`config.mk`:
```
export PLATFORM = sky130hd
export DESIGN_NAME = sfl_seq
export DESIGN_NICKNAME = d
export VERILOG_FILES = /design/src/rtl/sfl_seq_pkg.sv /design/src/rtl/sfl_seq_cfg.sv /design/src/rtl/sfl_seq_dly.sv /design/src/rtl/sfl_seq_shift.sv /design/src/rtl/sfl_seq.sv
export SDC_FILE = /design/constraint.sdc
export NUM_CORES = 1
export LEC_CHECK = 0
export ABC_AREA = 1
export BUFFER_PORTS_ARGS = -buffer_cell sky130_fd_sc_hd__buf_2
export CORE_ASPECT_RATIO = 0.8
export CORE_MARGIN = 1
export CORE_UTILIZATION = 30
export CTS_CLUSTER_DIAMETER = 60
export DETAILED_ROUTE_END_ITERATION = 10
export GPL_TIMING_DRIVEN = 0
export PLACE_DENSITY = 0.6
export SETUP_SLACK_MARGIN = 0.3
export SLEW_MARGIN = 5
export SYNTH_ARGS = -nofsm -noshare
export SYNTH_HDL_FRONTEND = slang
export SYNTH_HIERARCHICAL = 1
export SYNTH_SLANG_ARGS = --single-unit
```
`constraint.sdc`:
```
create_clock -name clk_i -period 2.6 [get_ports clk_i]
set_input_delay 0.52 -clock clk_i [delete_from_list [all_inputs] [get_ports clk_i]]
set_output_delay 0.52 -clock clk_i [all_outputs]
set_load 0.03 [all_outputs]
```
`src/rtl/sfl_seq_pkg.sv`:
```
package sfl_seq_pkg;
  localparam int CMD_W  = 8;
  localparam int ADDR_W = 24;
  localparam int DATA_W = 32;
  localparam int DMY_W  = 4;
  localparam int DLY_W  = 3;
  localparam int CNT_W  = $clog2(DATA_W) + 1;

  typedef enum logic [2:0] {
    PH_CMD  = 3'd0,
    PH_ADDR = 3'd1,
    PH_DMY  = 3'd2,
    PH_DATA = 3'd3,
    PH_NONE = 3'd4
  } phase_e;

  typedef enum logic [2:0] {
    S_IDLE, S_SETUP, S_LOW, S_HIGH, S_HOLD, S_GAP
  } state_e;

  typedef struct packed {
    logic              cmd_en;
    logic              addr_en;
    logic              dmy_en;
    logic              data_en;
    logic              wr;
    logic              rd;
    logic              keep;
    logic [CMD_W-1:0]  cmd;
    logic [ADDR_W-1:0] addr;
    logic [DMY_W-1:0]  dmy;
    logic [DATA_W-1:0] wdata;
    logic [DLY_W-1:0]  end_dly;
    logic [DLY_W-1:0]  idle_dly;
  } cfg_t;

  // first enabled phase strictly after cur; PH_NONE as cur means from the start
  function automatic phase_e phase_after(phase_e cur, cfg_t c);
    logic [3:0] en;
    phase_e     p;
    int         lo;
    en = {c.data_en & (c.wr | c.rd), c.dmy_en, c.addr_en, c.cmd_en};
    lo = (cur == PH_NONE) ? 0 : int'(cur) + 1;
    p  = PH_NONE;
    for (int i = 3; i >= 0; i--) begin
      if (i >= lo && en[i]) p = phase_e'(3'(i));
    end
    return p;
  endfunction

  function automatic logic [CNT_W-1:0] phase_last(phase_e p, cfg_t c);
    case (p)
      PH_CMD:  return CNT_W'(CMD_W - 1);
      PH_ADDR: return CNT_W'(ADDR_W - 1);
      PH_DMY:  return CNT_W'(c.dmy);
      PH_DATA: return CNT_W'(DATA_W - 1);
      default: return '0;
    endcase
  endfunction

  function automatic logic [DATA_W-1:0] phase_word(phase_e p, cfg_t c);
    case (p)
      PH_CMD:  return {c.cmd, {(DATA_W-CMD_W){1'b0}}};
      PH_ADDR: return {c.addr, {(DATA_W-ADDR_W){1'b0}}};
      PH_DATA: return c.wr ? c.wdata : '0;
      default: return '0;
    endcase
  endfunction
endpackage

```
`src/rtl/sfl_seq_cfg.sv`:
```
module sfl_seq_cfg
  import sfl_seq_pkg::*;
(
  input  logic clk_i,
  input  logic rst_ni,
  input  logic load_i,
  input  cfg_t cfg_i,
  output cfg_t cfg_o
);
  cfg_t cfg_q;

  always_ff @(posedge clk_i or negedge rst_ni) begin
    if (!rst_ni)     cfg_q <= '0;
    else if (load_i) cfg_q <= cfg_i;
  end

  assign cfg_o = cfg_q;
endmodule

```
`src/rtl/sfl_seq_dly.sv`:
```
module sfl_seq_dly #(
  parameter int W = 3
) (
  input  logic         clk_i,
  input  logic         rst_ni,
  input  logic         load_i,
  input  logic [W-1:0] val_i,
  output logic         zero_o
);
  logic [W-1:0] cnt_q;

  always_ff @(posedge clk_i or negedge rst_ni) begin
    if (!rst_ni)             cnt_q <= '0;
    else if (load_i)         cnt_q <= val_i;
    else if (cnt_q != '0)    cnt_q <= cnt_q - 1'b1;
  end

  assign zero_o = (cnt_q == '0);
endmodule

```
`src/rtl/sfl_seq_shift.sv`:
```
module sfl_seq_shift #(
  parameter int DW = 32,
  parameter int CW = 6
) (
  input  logic          clk_i,
  input  logic          rst_ni,
  input  logic          load_i,
  input  logic [DW-1:0] word_i,
  input  logic          shift_i,
  input  logic          cap_i,
  input  logic          miso_i,
  output logic          msb_o,
  output logic [CW-1:0] idx_o,
  output logic [DW-1:0] rx_o
);
  logic [DW-1:0] tx_q, rx_q;
  logic [CW-1:0] idx_q;

  always_ff @(posedge clk_i or negedge rst_ni) begin
    if (!rst_ni) begin
      tx_q  <= '0;
      idx_q <= '0;
    end else if (load_i) begin
      tx_q  <= word_i;
      idx_q <= '0;
    end else if (shift_i) begin
      tx_q  <= {tx_q[DW-2:0], 1'b0};
      idx_q <= idx_q + 1'b1;
    end
  end

  always_ff @(posedge clk_i or negedge rst_ni) begin
    if (!rst_ni)    rx_q <= '0;
    else if (cap_i) rx_q <= {rx_q[DW-2:0], miso_i};
  end

  assign msb_o = tx_q[DW-1];
  assign idx_o = idx_q;
  assign rx_o  = rx_q;

  // capture and shift-out of a bit never coincide with a reload
  a_r5_cap_not_on_load: assert property (@(posedge clk_i) disable iff (!rst_ni)
    cap_i |-> !(load_i && shift_i));
endmodule

```
`src/rtl/sfl_seq.sv`:
```
module sfl_seq
  import sfl_seq_pkg::*;
(
  input  logic              clk_i,
  input  logic              rst_ni,
  input  logic              start_i,
  input  logic              wr_i,
  input  logic              rd_i,
  input  logic              keep_sel_i,
  input  logic              cmd_en_i,
  input  logic [CMD_W-1:0]  cmd_i,
  input  logic [3:0]        addr_code_i,
  input  logic [ADDR_W-1:0] addr_i,
  input  logic              dmy_en_i,
  input  logic [DMY_W-1:0]  dmy_cnt_i,
  input  logic [3:0]        data_code_i,
  input  logic [DATA_W-1:0] wdata_i,
  input  logic [DLY_W-1:0]  sck_dly_i,
  input  logic [DLY_W-1:0]  end_dly_i,
  input  logic [DLY_W-1:0]  idle_dly_i,
  input  logic              miso_i,
  output logic              sck_o,
  output logic              cs_no,
  output logic              mosi_o,
  output logic [DATA_W-1:0] rdata_o,
  output logic              xfer_end_o,
  output logic              sel_act_o,
  output logic              busy_o
);
  localparam logic [3:0] ADDR_FULL = 4'h7;
  localparam logic [3:0] DATA_FULL = 4'hF;

  cfg_t   cfg_d, cfg_q;
  state_e st_q;
  phase_e ph_q, first_ph, nxt_ph;

  logic             accept, last_bit;
  logic             dly_ld, dly_zero;
  logic [DLY_W-1:0] dly_val;
  logic             sh_ld, sh_shift, sh_cap, tx_msb;
  logic [DATA_W-1:0] sh_word;
  logic [CNT_W-1:0] bit_idx;
  logic             cs_n_q, end_q, held_q;

  always_comb begin
    cfg_d          = '0;
    cfg_d.cmd_en   = cmd_en_i;
    cfg_d.addr_en  = (addr_code_i == ADDR_FULL);
    cfg_d.dmy_en   = dmy_en_i;
    cfg_d.data_en  = (data_code_i == DATA_FULL);
    cfg_d.wr       = wr_i;
    cfg_d.rd       = rd_i;
    cfg_d.keep     = keep_sel_i;
    cfg_d.cmd      = cmd_i;
    cfg_d.addr     = addr_i;
    cfg_d.dmy      = dmy_cnt_i;
    cfg_d.wdata    = wdata_i;
    cfg_d.end_dly  = end_dly_i;
    cfg_d.idle_dly = idle_dly_i;
  end

  assign accept   = start_i && (st_q == S_IDLE);
  assign first_ph = phase_after(PH_NONE, cfg_d);
  assign nxt_ph   = phase_after(ph_q, cfg_q);
  assign last_bit = (bit_idx == phase_last(ph_q, cfg_q));

  sfl_seq_cfg u_cfg (
    .clk_i  (clk_i),
    .rst_ni (rst_ni),
    .load_i (accept),
    .cfg_i  (cfg_d),
    .cfg_o  (cfg_q)
  );

  // delay counter reloads: setup, deselect, minimum idle
  always_comb begin
    dly_ld  = 1'b0;
    dly_val = '0;
    if (accept) begin
      dly_ld  = 1'b1;
      dly_val = held_q ? end_dly_i : sck_dly_i;
    end else if (st_q == S_SETUP && dly_zero && ph_q == PH_NONE) begin
      dly_ld  = 1'b1;
      dly_val = cfg_q.end_dly;
    end else if (st_q == S_HIGH && last_bit && nxt_ph == PH_NONE) begin
      dly_ld  = 1'b1;
      dly_val = cfg_q.end_dly;
    end else if (st_q == S_HOLD && dly_zero && !cfg_q.keep) begin
      dly_ld  = 1'b1;
      dly_val = cfg_q.idle_dly;
    end
  end

  sfl_seq_dly #(.W(DLY_W)) u_dly (
    .clk_i  (clk_i),
    .rst_ni (rst_ni),
    .load_i (dly_ld),
    .val_i  (dly_val),
    .zero_o (dly_zero)
  );

  always_comb begin
    sh_ld    = accept || (st_q == S_HIGH && last_bit && nxt_ph != PH_NONE);
    sh_word  = accept ? phase_word(first_ph, cfg_d) : phase_word(nxt_ph, cfg_q);
    sh_shift = (st_q == S_HIGH) && !last_bit;
    sh_cap   = (st_q == S_HIGH) && (ph_q == PH_DATA) && cfg_q.rd;
  end

  sfl_seq_shift #(.DW(DATA_W), .CW(CNT_W)) u_shift (
    .clk_i   (clk_i),
    .rst_ni  (rst_ni),
    .load_i  (sh_ld),
    .word_i  (sh_word),
    .shift_i (sh_shift),
    .cap_i   (sh_cap),
    .miso_i  (miso_i),
    .msb_o   (tx_msb),
    .idx_o   (bit_idx),
    .rx_o    (rdata_o)
  );

  always_ff @(posedge clk_i or negedge rst_ni) begin
    if (!rst_ni) begin
      st_q   <= S_IDLE;
      ph_q   <= PH_NONE;
      cs_n_q <= 1'b1;
      end_q  <= 1'b0;
      held_q <= 1'b0;
    end else begin
      unique case (st_q)
        S_IDLE: if (accept) begin
          end_q <= 1'b0;
          ph_q  <= first_ph;
          if (held_q) begin
            st_q <= (first_ph == PH_NONE) ? S_HOLD : S_LOW;
          end else begin
            cs_n_q <= 1'b0;
            st_q   <= S_SETUP;
          end
        end
        S_SETUP: if (dly_zero) st_q <= (ph_q == PH_NONE) ? S_HOLD : S_HIGH;
        S_LOW:   st_q <= S_HIGH;
        S_HIGH: begin
          if (last_bit) begin
            ph_q <= nxt_ph;
            st_q <= (nxt_ph == PH_NONE) ? S_HOLD : S_LOW;
          end else begin
            st_q <= S_LOW;
          end
        end
        S_HOLD: if (dly_zero) begin
          if (cfg_q.keep) begin
            st_q   <= S_IDLE;
            end_q  <= 1'b1;
            held_q <= 1'b1;
          end else begin
            cs_n_q <= 1'b1;
            held_q <= 1'b0;
            st_q   <= S_GAP;
          end
        end
        S_GAP: if (dly_zero) begin
          st_q  <= S_IDLE;
          end_q <= 1'b1;
        end
        default: st_q <= S_IDLE;
      endcase
    end
  end

  assign sck_o      = (st_q == S_HIGH);
  assign mosi_o     = (st_q == S_SETUP || st_q == S_LOW || st_q == S_HIGH) ? tx_msb : 1'b0;
  assign cs_no      = cs_n_q;
  assign sel_act_o  = !cs_n_q;
  assign busy_o     = (st_q != S_IDLE);
  assign xfer_end_o = end_q;

  a_r6_sck_needs_select: assert property (@(posedge clk_i) disable iff (!rst_ni)
    sck_o |-> !cs_no);
  a_r6_sck_high_one_cycle: assert property (@(posedge clk_i) disable iff (!rst_ni)
    sck_o |=> !sck_o);
  a_r6_mosi_stable_high: assert property (@(posedge clk_i) disable iff (!rst_ni)
    sck_o |-> $stable(mosi_o));
  a_r8_end_not_busy: assert property (@(posedge clk_i) disable iff (!rst_ni)
    xfer_end_o |-> !busy_o);
  a_r7_release_in_frame: assert property (@(posedge clk_i) disable iff (!rst_ni)
    $rose(cs_no) |-> busy_o);
  a_r10_busy_start_dropped: assert property (@(posedge clk_i) disable iff (!rst_ni)
    (busy_o && start_i) |=> $stable(cfg_q));
  a_r9_held_select: assert property (@(posedge clk_i) disable iff (!rst_ni)
    (!busy_o && held_q) |-> sel_act_o);
endmodule

```
# Word level (Yosys, flattened, before mapping)
# Cells that the tools add are included.
# Widths: inputs -> output; s select.
# word_totals
memories	0
ramBits	0
wordCells	154
latch_bits	0
input_bits	94
reg_bits	163
rom_bits	0
# op_classes
magnitude_cmp	4
shifts	0
div_mod_pow	0
n_bitwise	4
reduce_logical	38
eq_ne	27
n_mul	0
n_mux	56
addsub	3
# op_table
op	count
$pmux 32 s3	2
$mux 32	5
$mux 3	27
$pmux 5 s4	1
$eq 3x2->1 const B	6
$pmux 3 s6	1
$eq 3x3->1 const B	5
$logic_and 1x1->1	15
$logic_not 3->1	5
$mux 1	14
$eq 3x1->1 const B	4
$mux 6	2
$ne 2x2->1 const B	6
$reduce_and 5->1	2
$reduce_bool 3->1	3
$ge 1x4->1 const A	2
$ge 2x4->1 const A	2
$reduce_bool 2->1	4
$add 6x1->6 const B	1
$eq 6x6->1	1
$pmux 3 s2	1
$add 3x1->4 const B	1
$eq 4x3->1 const B	1
$eq 4x4->1 const B	1
13 further kinds	20

# Longest topological paths before layout
# Gate-level depths: netlist of the first run.
# depth
depth_word	14
mapped_depth	19
mapped_depth_nobuf	18

# By module
# The synthesis of the first run kept the hierarchy.
# modules_own_cells
mod	area_each_um2	cells_per_inst	seq_area_each_um2	instances
sfl_seq_cfg	3091.7	342	2026.9	1
sfl_seq_shift	2952.8	298	1751.7	1
sfl_seq	2378.5	482	227.7	1
sfl_seq_dly	207.7	32	75.1	1

# Worst setup path before layout of the first run
# OpenSTA, ideal clock, no wires.
# synth_path
path_kind	reg2reg
startpoint	register ph_q[2]
endpoint	register u_shift.tx_q[15]
stages_incl_launch_ff	16
n_path_buf	3
setup_time_ps	137
arrival_time_ps	2387
path_slack_ps	76
cell_sequence	dfstp_2 -> inv_1 -> buf_6 -> ha_1 -> o21ai_0 -> nor2_1 -> nor2_1 -> nand2_1 -> nor2_1 -> nand2_1 -> o31ai_1 -> buf_4 -> inv_2 -> nand2_2 -> buf_2 -> o221ai_1
# synth_between
elab_chain_len	12
word_cells_on_any_way	34
cone_classes	1 x add/sub; 4 x order compare; 8 x eq/ne; 9 x mux; 12 x reduce/logical
# synth_rtl
element	line_no	source
from (decl)	sfl_seq.sv:35	phase_e ph_q, first_ph, nxt_ph;
from (signal assigned)	sfl_seq.sv:133	ph_q <= first_ph;
from (signal assigned)	sfl_seq.sv:145	ph_q <= nxt_ph;
$add 3x1->4 or $eq 3x3->1 (tied branches)	sfl_seq_pkg.sv:43	lo = (cur == PH_NONE) ? 0 : int'(cur) + 1;
$mux 4	sfl_seq_pkg.sv:43	
$ge 2x4->1	sfl_seq_pkg.sv:46	if (i >= lo && en[i]) p = phase_e'(3'(i));
$logic_and 1x1->1	sfl_seq_pkg.sv:46	
$mux 3 (4 in series)	sfl_seq_pkg.sv:46	
$ne 3x3->1	sfl_seq.sv:103	sh_ld = accept || (st_q == S_HIGH && last_bit && nxt_ph != PH_NONE);
$logic_and 1x1->1 *	sfl_seq.sv:103	
$logic_or 1x1->1 *	sfl_seq.sv:103	
via sh_ld	sfl_seq.sv:40	logic sh_ld, sh_shift, sh_cap, tx_msb;
$mux 32 or $reduce_bool 2->1 (tied branches)	--	
to (signal assigned)	sfl_seq_shift.sv:24	tx_q <= word_i;
to (signal assigned)	sfl_seq_shift.sv:27	tx_q <= {tx_q[DW-2:0], 1'b0};
to (decl)	sfl_seq_shift.sv:16	logic [DW-1:0] tx_q, rx_q;
# Mark *: on every way through the listed nets, which the timed path passes. The rest lies on a longest branch.
# A chain may end at the register's enable or synchronous reset.

# Worst setup path in the final report of the first run
# layout_path
startpoint	register ph_q[0]
endpoint	register u_shift.tx_q[4]
# Same word-level chain as after synthesis.

==> impl_metrics.env, run 1 <==
export IMPL_fin_ws_ps=65.3
export IMPL_setup_viol=0
export IMPL_cts_tree="done"
export IMPL_worst_setup_path_type="reg -> reg"
export IMPL_yosysWarnings=6
export IMPL_postCtsHoldBufs=0
export IMPL_start_util_pct=30.5
export IMPL_max_vdd_ir_drop_mv=0.567
export IMPL_die_w_um=192
export IMPL_dp_cells=1656
export IMPL_period_minus_slack_ps=2530
export IMPL_tightest_slew_ps=694
export IMPL_routabilityCongestion=0.848
export IMPL_gr_total_overflow=0
export IMPL_htreeDepth=4
export IMPL_routed_wl_mm=26.6
export IMPL_clock_path_buffers=2
export IMPL_die_area_um2=29500
export IMPL_crit_path_max_fanout=5
export IMPL_core_um2=28300
export IMPL_grt_pass1_wl_mm=43.5
export IMPL_worst_hold_slack_ps=36.3
export IMPL_yosysTopAreaCell="dfrtp_1"
export IMPL_setup_tns_final_ps=0
export IMPL_cts_buffers=17
export IMPL_hold_viol=0
export IMPL_rsz0062_at_grt="yes"
export IMPL_status="finished, final reports clean"
export IMPL_final_nets=1445
export IMPL_clk_latency_ps=450
export IMPL_seqCellArea_um2=4080
export IMPL_ys_types=39
export IMPL_relSlewSlack_pct=53.5
export IMPL_synth_seq_area_share_pct=47.3
export IMPL_start_kind="register"
export IMPL_powerDensity_nw_per_um2=982
export IMPL_grt_pass1_vias=8032
export IMPL_grt_max_degree=99
export IMPL_drive_above_1_share_pct=24.1
export IMPL_synth_edf_count=0
export IMPL_r2r_end="u_shift/tx_q[4]"
export IMPL_syn_nets=1256
export IMPL_antenna_left=0
export IMPL_reg2regPathDepth=15
export IMPL_synth_top_flop_cell="dfrtp_1"
export IMPL_maxSlewViolCount=0
export IMPL_grt_use_total_pct=18.9
export IMPL_path_clk_slew_ps=80
export IMPL_total_power_w=0.0109
export IMPL_maxCapViolations=0
export IMPL_numPortBuffers=131
export IMPL_netlist_top_cells_area="dfrtp_1, nand2_1, inv_1, nand3_1, o21ai_0"
export IMPL_min_path_type="in -> async"
export IMPL_vias=8254
export IMPL_drt_first_pass_iters=6
export IMPL_die_y_um=154
export IMPL_synth_area_per_cell_um2=7.48
export IMPL_multi_input_area_um2=3990
export IMPL_rows=55
export IMPL_stdcell_count=1727
export IMPL_p_leak_nw=5.74
export IMPL_synth_top_area_share_pct=46.7
export IMPL_vias_per_cell=4.78
export IMPL_area_delta_synth_final_pct=29.1
export IMPL_netlist_area_um2=8630
export IMPL_crit_required_ps=2910
export IMPL_wl_per_cell_um=15.4
export IMPL_worstSetupEndpointType="register"
export IMPL_drc=0
export IMPL_cp_arrival_ps=2850
export IMPL_cts_sinks=163
export IMPL_ff2ff_setup_slack_ps=70
export IMPL_antenna_found_initial=1
export IMPL_netlist_instances=1154
export IMPL_root_buffer="clkbuf_16"
export IMPL_drt_iter0_drc=494
export IMPL_synth_async_reset_ratio_pct=100
export IMPL_dp_hpwl_mm=18.3
export IMPL_period_share_pct=97.5
export IMPL_ios=132
export IMPL_fmax_mhz=395
export IMPL_rr_startpoint="ph_q[0]"
export IMPL_startpoint="ph_q[0]"
export IMPL_skew_ps=21.4
export IMPL_synth_seq_cells=163
export IMPL_pre_cts_ws_ps=-212
export IMPL_num_fill_cells=2879
cell usage in the layout, fill, tap and decap left out, drive strengths merged, types with 3 or more instances in the layout:
master | synthesis | routed
nand2 | 557 | 557
buf | 43 | 207
dfrtp | 161 | 161
inv | 104 | 111
nand3 | 71 | 71
o21ai | 58 | 58
nor2 | 50 | 50
clkbuf | 12 | 35
o221ai | 26 | 26
a21oi | 25 | 25
nand4 | 14 | 14
ha | 8 | 8
clkinv | 1 | 6
nor3 | 4 | 4
o211ai | 4 | 4
o21a | 3 | 3
clkinvlp | 0 | 3
worst max-delay path by stage:
stage / endpoint / slack, ps
after CTS: u_shift/tx_q[8] / 50
final: u_shift/tx_q[4] / 70
after floorplan: u_shift/tx_q[15] / 250
after global routing: u_shift/tx_q[4] / -60
after global placement: u_cfg/cfg_o[51] / -1800
after detailed placement: u_shift/tx_q[17] / -210
timing repair:
item | 4_1_cts | 5_1_grt
cloned | 5 | 0
buffers inserted | 28 | 5
pin swaps | 17 | 6
hold endpoints to repair | 0 | 0
setup endpoints to repair | 65 | 150
resized for setup | 61 | 33
power breakdown:
part | switching, W | internal (W) | total [W]
registers | 0.000491 | 0.00335 | 0.00385
logic | 0.00277 | 0.00179 | 0.00456
clock network | 0.00125 | 0.00129 | 0.00254
total | 0.00451 | 0.00643 | 0.0109
area by class of cell:
| cell class | count | area share, % |
|---|---|---|
| Antenna cell | 1 | 0.0225 |
| Buffer | 55 | 4.18 |
| Clock buffer | 17 | 3.82 |
| Clock inverter | 15 | 1.45 |
| Inverter | 105 | 3.82 |
| Multi-Input combinational cell | 831 | 35.8 |
| Sequential cell | 163 | 36.6 |
| Tap cell | 370 | 4.15 |
| Timing Repair Buffer | 170 | 10.1 |
registers in the layout, indices dropped and copies added, names as in the netlist:
signal and count:
u_shift/idx_o 6, u_dly/cnt_q 3, st_q 3, held_q 1, u_shift/rx_o 32, u_shift/tx_q 32, xfer_end_o 1, u_cfg/cfg_o 81
ph_q 3, cs_no 1
through the flow:
step                      instance area [um2]  util (%)
after floorplan                          8700         -
after global placement                   9820      34.7
after detailed placement                 9850      34.8
after CTS                               11000      38.9
after global routing                    11100      39.4
final                                   11100      39.4
synthesized netlist by cell type, types with 3 or more instances:
| cell | instances |
|---|---|
| inv_2 | 5 |
| buf_2 | 22 |
| buf_6 | 13 |
| o221ai_1 | 18 |
| inv_1 | 98 |
| nor2_4 | 5 |
| nand3_1 | 68 |
| nor2_1 | 39 |
| buf_4 | 7 |
| nand2_1 | 550 |
| o21ai_0 | 50 |
| o21a_1 | 3 |
| nor3_1 | 3 |
| nand4_1 | 14 |
| dfrtp_1 | 161 |
| nor2_2 | 6 |
| ha_1 | 8 |
| a21oi_1 | 24 |
| nand3_2 | 3 |
| o221ai_2 | 8 |
| clkbuf_1 | 12 |
| nand2_2 | 7 |
| o21ai_1 | 8 |
worst max-delay path, stage by stage (launching register included):
cell,delay (ps)
dfrtp_1,430
ha_1,250
ha_4,270
a21oi_2,40
nor2_4,210
nand2_4,120
nand2_4,100
nor2_4,40
o31ai_2,200
buf_4,170
buf_12,120
inv_12,30
nand2_8,100
buf_12,110
buf_16,110
o221ai_2,90
cells by family after synthesis:
group / share of synthesized area, %
muxes: 0.261
buffers and inverters: 8.77
AOI/OAI and AO/OA: 9.25
and+or+nand+nor: 33.3
adders and majority gates: 1.16
DFF: 47.3
per-layer routing:
metal / share of wire (%) / up-vias / GRT usage [%]
li1: - / 4036 / -
met1: 48 / 3951 / 26.2
met2: 46 / 230 / 29.8
met3: 4.9 / 37 / 3.33
met4: 1.8 / 0 / 6.08
met5: 0 / - / 0
Power figures use the tool's default switching activity.
==> run 2, diff against run 1 <==
--- a/config.mk
+++ b/config.mk
@@ -9,11 +9,11 @@
 export BUFFER_PORTS_ARGS = -buffer_cell sky130_fd_sc_hd__buf_2
 export CORE_ASPECT_RATIO = 0.8
 export CORE_MARGIN = 1
-export CORE_UTILIZATION = 30
+export CORE_UTILIZATION = 50
 export CTS_CLUSTER_DIAMETER = 60
 export DETAILED_ROUTE_END_ITERATION = 10
 export GPL_TIMING_DRIVEN = 0
-export PLACE_DENSITY = 0.6
+export PLACE_DENSITY = 0.85
 export SETUP_SLACK_MARGIN = 0.3
 export SLEW_MARGIN = 5
 export SYNTH_ARGS = -nofsm -noshare
==> impl_metrics.env, run 2 (synthesized netlist as in run 1, its figures left out) <==
export IMPL_grt_pass1_wl_mm=41.4
export IMPL_p_leak_nw=5.78
export IMPL_die_area_um2=17800
export IMPL_start_kind="register"
export IMPL_setup_viol=13
export IMPL_worst_setup_path_type="reg -> reg"
export IMPL_grt_pass1_vias=8431
export IMPL_ios=132
export IMPL_cts_tree="done"
export IMPL_cp_arrival_ps=2950
export IMPL_root_buffer="clkbuf_16"
export IMPL_wl_per_cell_um=16.9
export IMPL_gr_total_overflow=0
export IMPL_hold_viol=0
export IMPL_start_util_pct=51.6
export IMPL_fmax_mhz=379
export IMPL_layout_commonest_cell="nand2_1"
export IMPL_die_y_um=120
export IMPL_numPortBuffers=131
export IMPL_clk_latency_ps=440
export IMPL_largest_reg_flops=81
export IMPL_powerDensity_nw_per_um2=1030
export IMPL_drc=0
export IMPL_final_cell_mix="nand2_1, dfrtp_1, buf_2"
export IMPL_min_path_type="in -> async"
export IMPL_antenna_left=0
export IMPL_dp_hpwl_mm=16.4
export IMPL_place_area_um2=9670
export IMPL_multi_input_area_um2=4020
export IMPL_path_clk_slew_ps=60
export IMPL_antenna_found_initial=0
export IMPL_rows=42
export IMPL_drt_first_pass_iters=8
export IMPL_worst_hold_slack_ps=22.1
export IMPL_clock_path_buffers=2
export IMPL_routed_wl_mm=26.7
export IMPL_status="finished with violations"
export IMPL_die_w_um=149
export IMPL_skew_ps=11.6
export IMPL_drive_above_1_share_pct=24.4
export IMPL_rsz0062_at_grt="yes"
export IMPL_htreeDepth=4
export IMPL_tightest_slew_ps=696
export IMPL_postCtsHoldBufs=0
export IMPL_maxCapViolations=0
export IMPL_core_um2=16700
export IMPL_grt_use_total_pct=30.0
export IMPL_max_vdd_ir_drop_mv=0.632
export IMPL_routabilityCongestion=0.865
export IMPL_fin_ws_ps=-37.7
export IMPL_final_nets=1447
export IMPL_worstSetupEndpointType="register"
export IMPL_crit_required_ps=2910
export IMPL_cts_buffers=17
export IMPL_period_minus_slack_ps=2640
export IMPL_drt_iter0_drc=1066
export IMPL_maxSlewViolCount=0
export IMPL_cts_sinks=163
export IMPL_period_share_pct=101
export IMPL_grt_max_degree=97
export IMPL_crit_path_max_fanout=7
export IMPL_vias_per_cell=5.61
export IMPL_area_delta_synth_final_pct=27.8
export IMPL_vias=8862
export IMPL_relSlewSlack_pct=53.4
export IMPL_violations="negative setup slack"
export IMPL_num_fill_cells=1307
export IMPL_final_area_um2=11000
export IMPL_seqCellArea_um2=4080
## run 2: cell types whose count changed in the layout (fill, tap and decap cells not counted), moves of 3 or more
| cell | change |
|---|---|
| clkbuf_4 | -7 |
| buf_2 | +5 |
| buf_6 | +5 |
| clkbuf_16 | +5 |
| buf_12 | -3 |
| clkinv_8 | -3 |
| nand2_4 | +3 |
## run 2: worst paths after layout
kind | start | end | slack, ps | depth (start not counted)
max | ph_q[2] | u_shift/tx_q[3] | -40 | 16
max in group asynchronous | rst_ni | u_cfg/cfg_o[41] | 1720 | 2
max reg2reg | ph_q[2] | u_shift/tx_q[3] | -40 | 16
min | rst_ni | u_cfg/cfg_o[39] | 20 | 1
min reg2reg | u_cfg/cfg_o[65] | u_cfg/cfg_o[65] | 470 | 2
min in group clk_i | dmy_cnt_i[1] | u_cfg/cfg_o[39] | 290 | 3
## run 2: cell type report
type / count / area share, %
flip-flops and latches: 163 / 37.0
multi-input cells: 831 / 36.4
repair buffers: 172 / 10.5
plain buffers: 55 / 4.37
clock buffers: 20 / 4.05
inverters: 105 / 3.81
well taps: 220 / 2.50
clock inverters: 12 / 1.32
diodes: 1 / 0.0227
## run 2: worst max-delay path, cell delays in order, from the launching register on
cell and delay, ps:
dfstp_2 540, inv_2 40, buf_6 110, ha_4 180, nor2_4 120, nand2_2 70, nand3b_1 90, nand2_1 100
nor2_4 160, nand2_4 100, o31ai_4 300, buf_6 180, nor2_4 60, inv_6 130, buf_12 120, buf_16 110
o221ai_2 80
## run 2: where the power goes
part	internal, W	switching (W)
sequential	0.00336	0.000505
combinational	0.00191	0.00302
clock	0.00146	0.00110
total	0.00673	0.00462
## run 2: metrics by stage
| stage | util [%] | instances | total power (W) | setup TNS, ps | setup WS (ps) |
|---|---|---|---|---|---|
| 6_report | 66.0 | 1579 | 0.0113 | -265 | -37.7 |
| 5_1_grt | 66.0 | 1578 | 0.0119 | -3540 | -137 |
| 4_1_cts | 64.3 | 1568 | 0.0107 | 0 | 132 |
| 3_5_place_dp | 57.8 | 1506 | 0.00741 | -3710 | -166 |
| 3_3_place_gp | 57.6 | 1505 | 0.00724 | -239120 | -1470 |
| 2_1_floorplan | - | 1154 | 0.00636 | 0 | 253 |
## run 2: layer usage
metal	global-route usage (%)	vias to the layer above	part of all wire (%)	wire, um
met3	6.54	118	9.9	2630
met4	12.0	0	4.1	1100
li1	-	4044	-	-
met5	0	-	0	0
met2	48.6	575	47	12600
met1	39.1	4125	39	10400
## run 2: what timing repair did
action / in CTS / in global routing
pin swaps: 19 / 13
gates cloned: 3 / 4
endpoints found under the hold margin: 0 / 0
setup endpoints to repair: 51 / 127
gates resized for setup: 55 / 42
buffers inserted: 27 / 6
